`config.mk`:
```
export PLATFORM = sky130hd
export DESIGN_NAME = irq_two_line_ctrl
export DESIGN_NICKNAME = d
export VERILOG_FILES = /design/src/rtl/irq_two_line_ctrl.sv
export SDC_FILE = /design/constraint.sdc
export NUM_CORES = 1
export LEC_CHECK = 0
export BUFFER_PORTS_ARGS = -buffer_cell sky130_fd_sc_hd__clkbuf_2
export CAP_MARGIN = 20
export CORE_ASPECT_RATIO = 0.9
export CORE_MARGIN = 2
export CORE_UTILIZATION = 35
export CTS_BUF_LIST = sky130_fd_sc_hd__clkbuf_2 sky130_fd_sc_hd__clkbuf_4 sky130_fd_sc_hd__clkbuf_8
export DETAILED_ROUTE_END_ITERATION = 12
export PLACE_DENSITY = 0.57
export SLEW_MARGIN = 20
export SYNTH_ARGS = -nofsm -noshare
export SYNTH_HDL_FRONTEND = slang
export SYNTH_SLANG_ARGS = --single-unit
```
`constraint.sdc`:
```
create_clock -name clk -period 2.55 [get_ports clk]
set_clock_uncertainty 0.2 [all_clocks]
set_input_delay 0.51 -clock clk [delete_from_list [all_inputs] [get_ports clk]]
set_output_delay 0.51 -clock clk [all_outputs]
set_load 0.1 [all_outputs]
```
`src/rtl/irq_two_line_ctrl.sv`:
```
module irq_two_line_ctrl #(
  parameter int N_SRC  = 24,
  parameter int N_GRP  = 7,
  parameter int DATA_W = 32,
  parameter int ADDR_W = 2
) (
  input  logic              clk,
  input  logic              rst_n,
  input  logic [N_SRC-1:0]  ev_i,
  input  logic              wr_en_i,
  input  logic [ADDR_W-1:0] addr_i,
  input  logic [DATA_W-1:0] wdata_i,
  output logic [DATA_W-1:0] rdata_o,
  output logic [1:0]        irq_o
);
  localparam logic [ADDR_W-1:0] A_FLAG  = ADDR_W'(0);
  localparam logic [ADDR_W-1:0] A_EN    = ADDR_W'(1);
  localparam logic [ADDR_W-1:0] A_ROUTE = ADDR_W'(2);
  localparam logic [ADDR_W-1:0] A_LEN   = ADDR_W'(3);

  function automatic int grp_of(input int i);
    if (i < 3)       return 0;
    else if (i < 6)  return 1;
    else if (i < 10) return 2;
    else if (i < 13) return 3;
    else if (i < 17) return 4;
    else if (i < 21) return 5;
    else             return N_GRP - 1;
  endfunction

  logic [N_SRC-1:0] ev_q, flag_q, en_q, rise, clr, act, on_l1;
  logic [N_GRP-1:0] route_q;
  logic [1:0]       len_q, hit, irq_q;
  logic             wr_flag;

  assign wr_flag = wr_en_i && (addr_i == A_FLAG);
  assign rise    = ev_i & ~ev_q;
  assign clr     = wr_flag ? wdata_i[N_SRC-1:0] : '0;
  assign act     = flag_q & en_q;

  always_comb begin
    for (int i = 0; i < N_SRC; i++) on_l1[i] = route_q[grp_of(i)];
  end

  assign hit[0] = (|(act & ~on_l1)) & len_q[0];
  assign hit[1] = (|(act &  on_l1)) & len_q[1];

  always_ff @(posedge clk or negedge rst_n) begin
    if (!rst_n) begin
      ev_q    <= '0;
      flag_q  <= '0;
      en_q    <= '0;
      route_q <= '0;
      len_q   <= '0;
      irq_q   <= '0;
    end else begin
      ev_q   <= ev_i;
      flag_q <= (flag_q & ~clr) | rise;
      irq_q  <= hit;
      if (wr_en_i && addr_i == A_EN)    en_q    <= wdata_i[N_SRC-1:0];
      if (wr_en_i && addr_i == A_ROUTE) route_q <= wdata_i[N_GRP-1:0];
      if (wr_en_i && addr_i == A_LEN)   len_q   <= wdata_i[1:0];
    end
  end

  always_comb begin
    case (addr_i)
      A_FLAG:  rdata_o = DATA_W'(flag_q);
      A_EN:    rdata_o = DATA_W'(en_q);
      A_ROUTE: rdata_o = DATA_W'(route_q);
      default: rdata_o = DATA_W'(len_q);
    endcase
  end

  assign irq_o = irq_q;

  AST_SET_ON_RISE: assert property (@(posedge clk) disable iff (!rst_n)
    (|rise) |=> ((flag_q & $past(rise)) == $past(rise)));
  AST_CLEAR_NEEDS_WRITE: assert property (@(posedge clk) disable iff (!rst_n)
    !wr_flag |=> ((flag_q & $past(flag_q)) == $past(flag_q)));
  AST_IDLE_NO_IRQ: assert property (@(posedge clk) disable iff (!rst_n)
    !(|(flag_q & en_q)) |=> (irq_o == 2'b00));
  AST_LINE0_GATED: assert property (@(posedge clk) disable iff (!rst_n)
    !len_q[0] |=> !irq_o[0]);
  AST_LINE1_GATED: assert property (@(posedge clk) disable iff (!rst_n)
    !len_q[1] |=> !irq_o[1]);
endmodule

```
==> results.toml, run 1 <==
[run_status]
outcome = "complete, no violations"

[floorplanning]
die_h_um = 99.6
core_um2 = 9780
die_x_um = 110
initial_utilization = 0.363
ioPinCount = 95
row_count = 34
design.die.area_um2 = 11000

[synth]
synth_area_leaders = "dfrtp_1, mux2_2, mux2i_1"
yosysTopAreaCell = "dfrtp_1"
synth_area_um2 = 3560
synth_top_area_frac = 0.584
ys_types = 26
synth_warnings = 0
yosysSeqAreaShare = 0.584
ys_seq_elements = 83
syn_area_per_cell_um2 = 11.3
synthCells = 316

[global_route]
grtUsageMet2 = 0.258
grt_pass1_wl_um = 13300
overflow = 0
met3_usage = 0.0577
grt-busiest-layer = "met2"
antenna_found_initial = 0
grt_max_degree = 43
grt.total_usage = 0.164
first_global_vias = 2660
met1_usage = 0.203

[critical_path]
max_stage_delay_ps = 320
cp_num_buf_inv = 3
r2r_setup_slack_ps = 440
worstSetupPathType = "in2out"
critPathCaptureType = "output pin"
cp-start-kind = "input pin"
crit_slowest_cell = "mux2i_1"
crit_fanout = 17
path_delay_family = "buffers and inverters"
crit_chain = "clkbuf_2, buf_12, mux2i_1, nor2_4, buf_12"
cpMostUsedCell = "buf_12"
required_ps = 1840
cp.arrival_ps = 1600

[layout]
diodes = 0
nets = 467
area_delta_synth_final_pct = 34.6
final_cells = 537
final_util = 0.489
n_fill_cell = 913
multi_input_area_um2 = 1390
fin_area_um2 = 4780
regArea_um2 = 2080
final_layout_size_suffix_gt1_frac = 0.397

[placed_design]
dp_hpwl_um = 5970
placed_cell_area_um2 = 4590
dp.cells = 520
post-place-ws_ps = 229
gp_congestion = 0.754
port_buffers = 78

[drt]
drt-pass1-iter-count = 4
vias_per_cell = 4.69
routed_wirelength_um = 7860
ant_nets = 0
first_iter_violations = 88
vias = 2517
wl_per_cell_um = 14.6
drc = 0

[clocking]
numCtsBuffers = 9
cts_resized = 0
hold_buffers = 1
clk_latency_ps = 370
cts_tree = "done"
clockBufferDepth = 2
clkTransAtPathRegs_ps = 100
cts_sinks = 83
root_buffer = "clkbuf_8"
post_cts_buffers = 0
h-tree-depth = 3

[timing]
setup_viol = 0
fin_crit_sh = 0.906
maxSlewHeadroom = 0.582
fmax_mhz = 433
period_minus_slack_ps = 2310
setup_ws_ps = 240
hold_viol = 0
tightest_slew_ps = 628
final_max_slew_viol_count = 0
grt_setup_unrepaired = "false"
hold_ws_ps = 50.2
totalNegativeSetupSlack_ps = 0

[power]
ir_drop_uv = 411
p_per_area_nw_per_um2 = 769
p_leak_nw = 2.29
p_total_mw = 3.68

[hold_path]
min_path_type = "in2reg"

[flow_run]
maxCapViolCount = 0
[worst paths after layout]
kind / end / startpoint / cells after the start
max in group asynchronous: route_q[4] / rst_n / 3
setup / recovery: rdata_o[12] / addr_i[0] / 5
min in group asynchronous: flag_q[22] / rst_n / 2
setup reg to reg: irq_o[0] / en_q[22] / 4
hold reg to reg: flag_q[5] / ev_q[5] / 1
hold / removal: ev_q[5] / ev_i[5] / 1
[worst register-to-register path, stage by stage (launching register included)]
cell and delay (ps):
dfrtp_1 400, a222oi_1 610, o22ai_1 140, or3_1 400, o31a_1 260
[state kept, by name, summed over array words and instances, names as in the netlist]
name,flops
en_q,24
ev_q,24
flag_q,24
irq_o,2
len_q,2
route_q,7
[cells in the mapped netlist]
library cell,count
o31a_1,1
nor2b_1,1
or3_1,1
buf_2,7
mux4_2,2
nor3b_2,1
o22ai_1,3
nand3_1,1
a21oi_1,2
a21boi_0,2
a22o_1,2
buf_4,8
nor2_1,19
clkbuf_1,3
a222oi_1,5
a22oi_1,4
nand2_1,54
o21ai_0,26
mux2i_1,22
o21ai_1,4
nor3b_1,1
conb_1,1
nand3b_1,2
mux2_2,33
inv_1,28
dfrtp_1,83
[cell families (layout without fill, tap and decap cells)]
| group | Yosys count | count (layout) | share of synthesized area |
|---|---|---|---|
| flops | 83 | 83 | 0.584 |
| simple gates | 80 | 80 | 0.0918 |
| mux | 57 | 57 | 0.179 |
| compound gates | 49 | 49 | 0.0844 |
| buf+inv | 46 | 134 | 0.0595 |
| other cells | 1 | 8 | 0.00105 |
[where the power goes]
group / leakage (nW) / internal (mW) / switching, mW
combinational: 1.27 / 0.442 / 0.760
sequential: 0.930 / 1.48 / 0.116
clock: 0.0868 / 0.366 / 0.516
total: 2.29 / 2.29 / 1.39
[metal layers]
| metal | wire [um] | vias to the layer above |
|---|---|---|
| met5 | 0 | - |
| met4 | 149 | 0 |
| met3 | 532 | 12 |
| met2 | 3750 | 71 |
| met1 | 3430 | 1204 |
| li1 | - | 1230 |
[cell usage in the layout (no fill, tap or decap), drive strengths merged]
| cell | count |
|---|---|
| nand2 | 54 |
| nor2b | 1 |
| dlygate4sd3 | 1 |
| nand3b | 2 |
| o21ai | 30 |
| mux4 | 2 |
| nand3 | 1 |
| clkinvlp | 2 |
| a22oi | 4 |
| a222oi | 5 |
| inv | 31 |
| a21boi | 2 |
| a21oi | 2 |
| mux2 | 33 |
| mux2i | 22 |
| o22ai | 3 |
| nor3b | 2 |
| o31a | 1 |
| or3 | 1 |
| clkbuf | 62 |
| a22o | 2 |
| buf | 36 |
| nor2 | 19 |
| conb | 8 |
| dfrtp | 83 |
| clkinv | 2 |
[layout make-up]
class | count | area share
flip-flops and latches | 83 | 0.434
multi-input cells | 194 | 0.291
repair buffers | 90 | 0.182
well taps | 126 | 0.0329
clock buffers | 9 | 0.0259
inverters | 28 | 0.0220
clock inverters | 7 | 0.0123
Note: power is estimated with default switching activity, not from simulation.
==> run 2: changes to the inputs <==
Settings changed: CAP_MARGIN 20 to 10, CELL_PAD_IN_SITES_DETAIL_PLACEMENT from default to 1, CELL_PAD_IN_SITES_GLOBAL_PLACEMENT from default to 1, PLACE_DENSITY 0.57 to 0.81.
==> results.toml, run 2 (synthesized netlist as in run 1, its figures left out) <==
[critical_path]
cp_num_buf_inv = 3
r2r_end = "irq_o[0]"
cp-start-kind = "input pin"
path_delay_family = "buffers and inverters"
crit_slowest_cell = "mux2i_1"
critPathCaptureType = "output pin"
r2r_cells = 4
worstSetupPathType = "in2out"
r2r_setup_slack_ps = 540
crit_chain = "clkbuf_2, buf_4, mux2i_1, o21ai_4, buf_12"
max_stage_delay_ps = 310
cp.arrival_ps = 1580
crit_fanout = 12
required_ps = 1840
worstReg2RegStart = "flag_q[10]"

[layout]
final_layout_size_suffix_gt1_frac = 0.394
final_util = 0.491
fin_area_um2 = 4800
top_regs = "en_q x24, ev_q x24, flag_q x24"
diodes = 0
area_delta_synth_final_pct = 35.0
final_cell_mix = "dfrtp_1, nand2_1, clkbuf_2"
nets = 465
final_common_cell = "dfrtp_1"

[placed_design]
post-place-ws_ps = 255
port_buffers = 78
gp_congestion = 0.738
placed_cell_area_um2 = 4560
dp_hpwl_um = 6520

[timing]
fin_crit_sh = 0.898
setup_viol = 0
period_minus_slack_ps = 2290
hold_viol = 0
final_max_slew_viol_count = 0
fmax_mhz = 437
grt_setup_unrepaired = "false"
hold_ws_ps = 87.2
setup_ws_ps = 259
tightest_slew_ps = 556
maxSlewHeadroom = 0.631

[hold_path]
min_path_type = "in2reg"
min_from = "ev_i[8]"
hold_depth = 1
min_to = "ev_q[8]"

[clocking]
cts_sinks = 83
cts_tree = "done"
root_buffer = "clkbuf_8"
clk_latency_ps = 340
cts_resized = 0
h-tree-depth = 3
clkTransAtPathRegs_ps = 80
clockBufferDepth = 2
numCtsBuffers = 9

[power]
p_per_area_nw_per_um2 = 808
combPwrFrac = 0.311
p_leak_nw = 2.30
seq_power_share = 0.413
sw_frac_of_total = 0.348
p_total_mw = 3.88
p_sw_mw = 1.35
p_int_mw = 2.53
ir_drop_uv = 392
p_clk_frac = 0.276

[global_route]
overflow = 0
first_global_vias = 2937
grt_max_degree = 48
antenna_found_initial = 0
grt.total_usage = 0.170
grt_pass1_wl_um = 14300

[drt]
wl_met2_um = 4420
drc = 0
wl_per_cell_um = 16.1
routed_wirelength_um = 8640
dr.max_layer_used = "met4"
ant_nets = 0
vias = 2575
wl_met1_um = 3830
vias_per_cell = 4.81
first_iter_violations = 71
drt-pass1-iter-count = 4
dr_wl_met3_um = 311

[floorplanning]
ioPinCount = 95
die_x_um = 110
die_h_um = 99.6
row_count = 34
initial_utilization = 0.363
core_um2 = 9780
design.die.area_um2 = 11000

[flow_run]
maxCapViolCount = 0

[run_status]
outcome = "complete, no violations"
[run 2: changes by cell type in the layout (fill, tap and decap cells not counted), moves of 2 or more]
cell / before / now
clkbuf_8: 9 / 11
bufinv_16: 0 / 2
clkinv_4: 2 / 0
inv_6: 3 / 0
[run 2: worst max-delay path by stage]
stage	from	end	slack [ps]	cells after the start
6_report	addr_i[0]	rdata_o[3]	260	5
5_1_grt	addr_i[0]	rdata_o[5]	190	5
2_1_floorplan	addr_i[1]	rdata_o[2]	-130	3
4_1_cts	addr_i[0]	rdata_o[3]	250	5
3_3_place_gp	addr_i[0]	rdata_o[10]	280	5
3_5_place_dp	addr_i[0]	rdata_o[3]	260	5
[run 2: layout make-up]
| cell class | count | area (um^2) |
|---|---|---|
| multi-input cells | 194 | 1390 |
| flip-flops and latches | 83 | 2080 |
| inverters | 28 | 105 |
| clock buffers | 12 | 159 |
| fillers | 1076 | 4980 |
| repair buffers | 88 | 843 |
| well taps | 126 | 158 |
| clock inverters | 4 | 72.6 |
[run 2: power by group through the flow]
| stage | combinational [mW] | clock (mW) | sequential, mW |
|---|---|---|---|
| 4_1_cts | 1.22 | 1.11 | 1.60 |
| 3_5_place_dp | 1.22 | 0 | 1.63 |
| 6_report | 1.21 | 1.07 | 1.60 |
| 3_3_place_gp | 1.19 | 0 | 1.61 |
| 2_1_floorplan | 0.779 | 0 | 1.64 |
| 5_1_grt | 1.28 | 1.16 | 1.62 |
[run 2: stage by stage]
step | setup TNS [ps] | cells
finish | 0 | 535
global route | 0 | 535
CTS | 0 | 535
detailed placement | 0 | 518
global placement | 0 | 518
floorplan | -1690 | 323
[run 2: worst register-to-register path, stage by stage, from the launching register on]
cell	delay, ps
dfrtp_1	400
a222oi_1	510
o22ai_1	150
or3_1	400
o31a_1	250
[run 2: layer usage]
metal	up-vias	track usage
met2	56	0.293
met4	0	0.0529
met5	-	0
li1	1227	-
met3	7	0.0288
met1	1285	0.219
[run 2: timing repair]
item / in CTS / in global routing
setup buffers: 0 / 0
hold buffers: 1 / 0
setup endpoints to repair: 0 / 0
endpoints found under the hold margin: 36 / 0
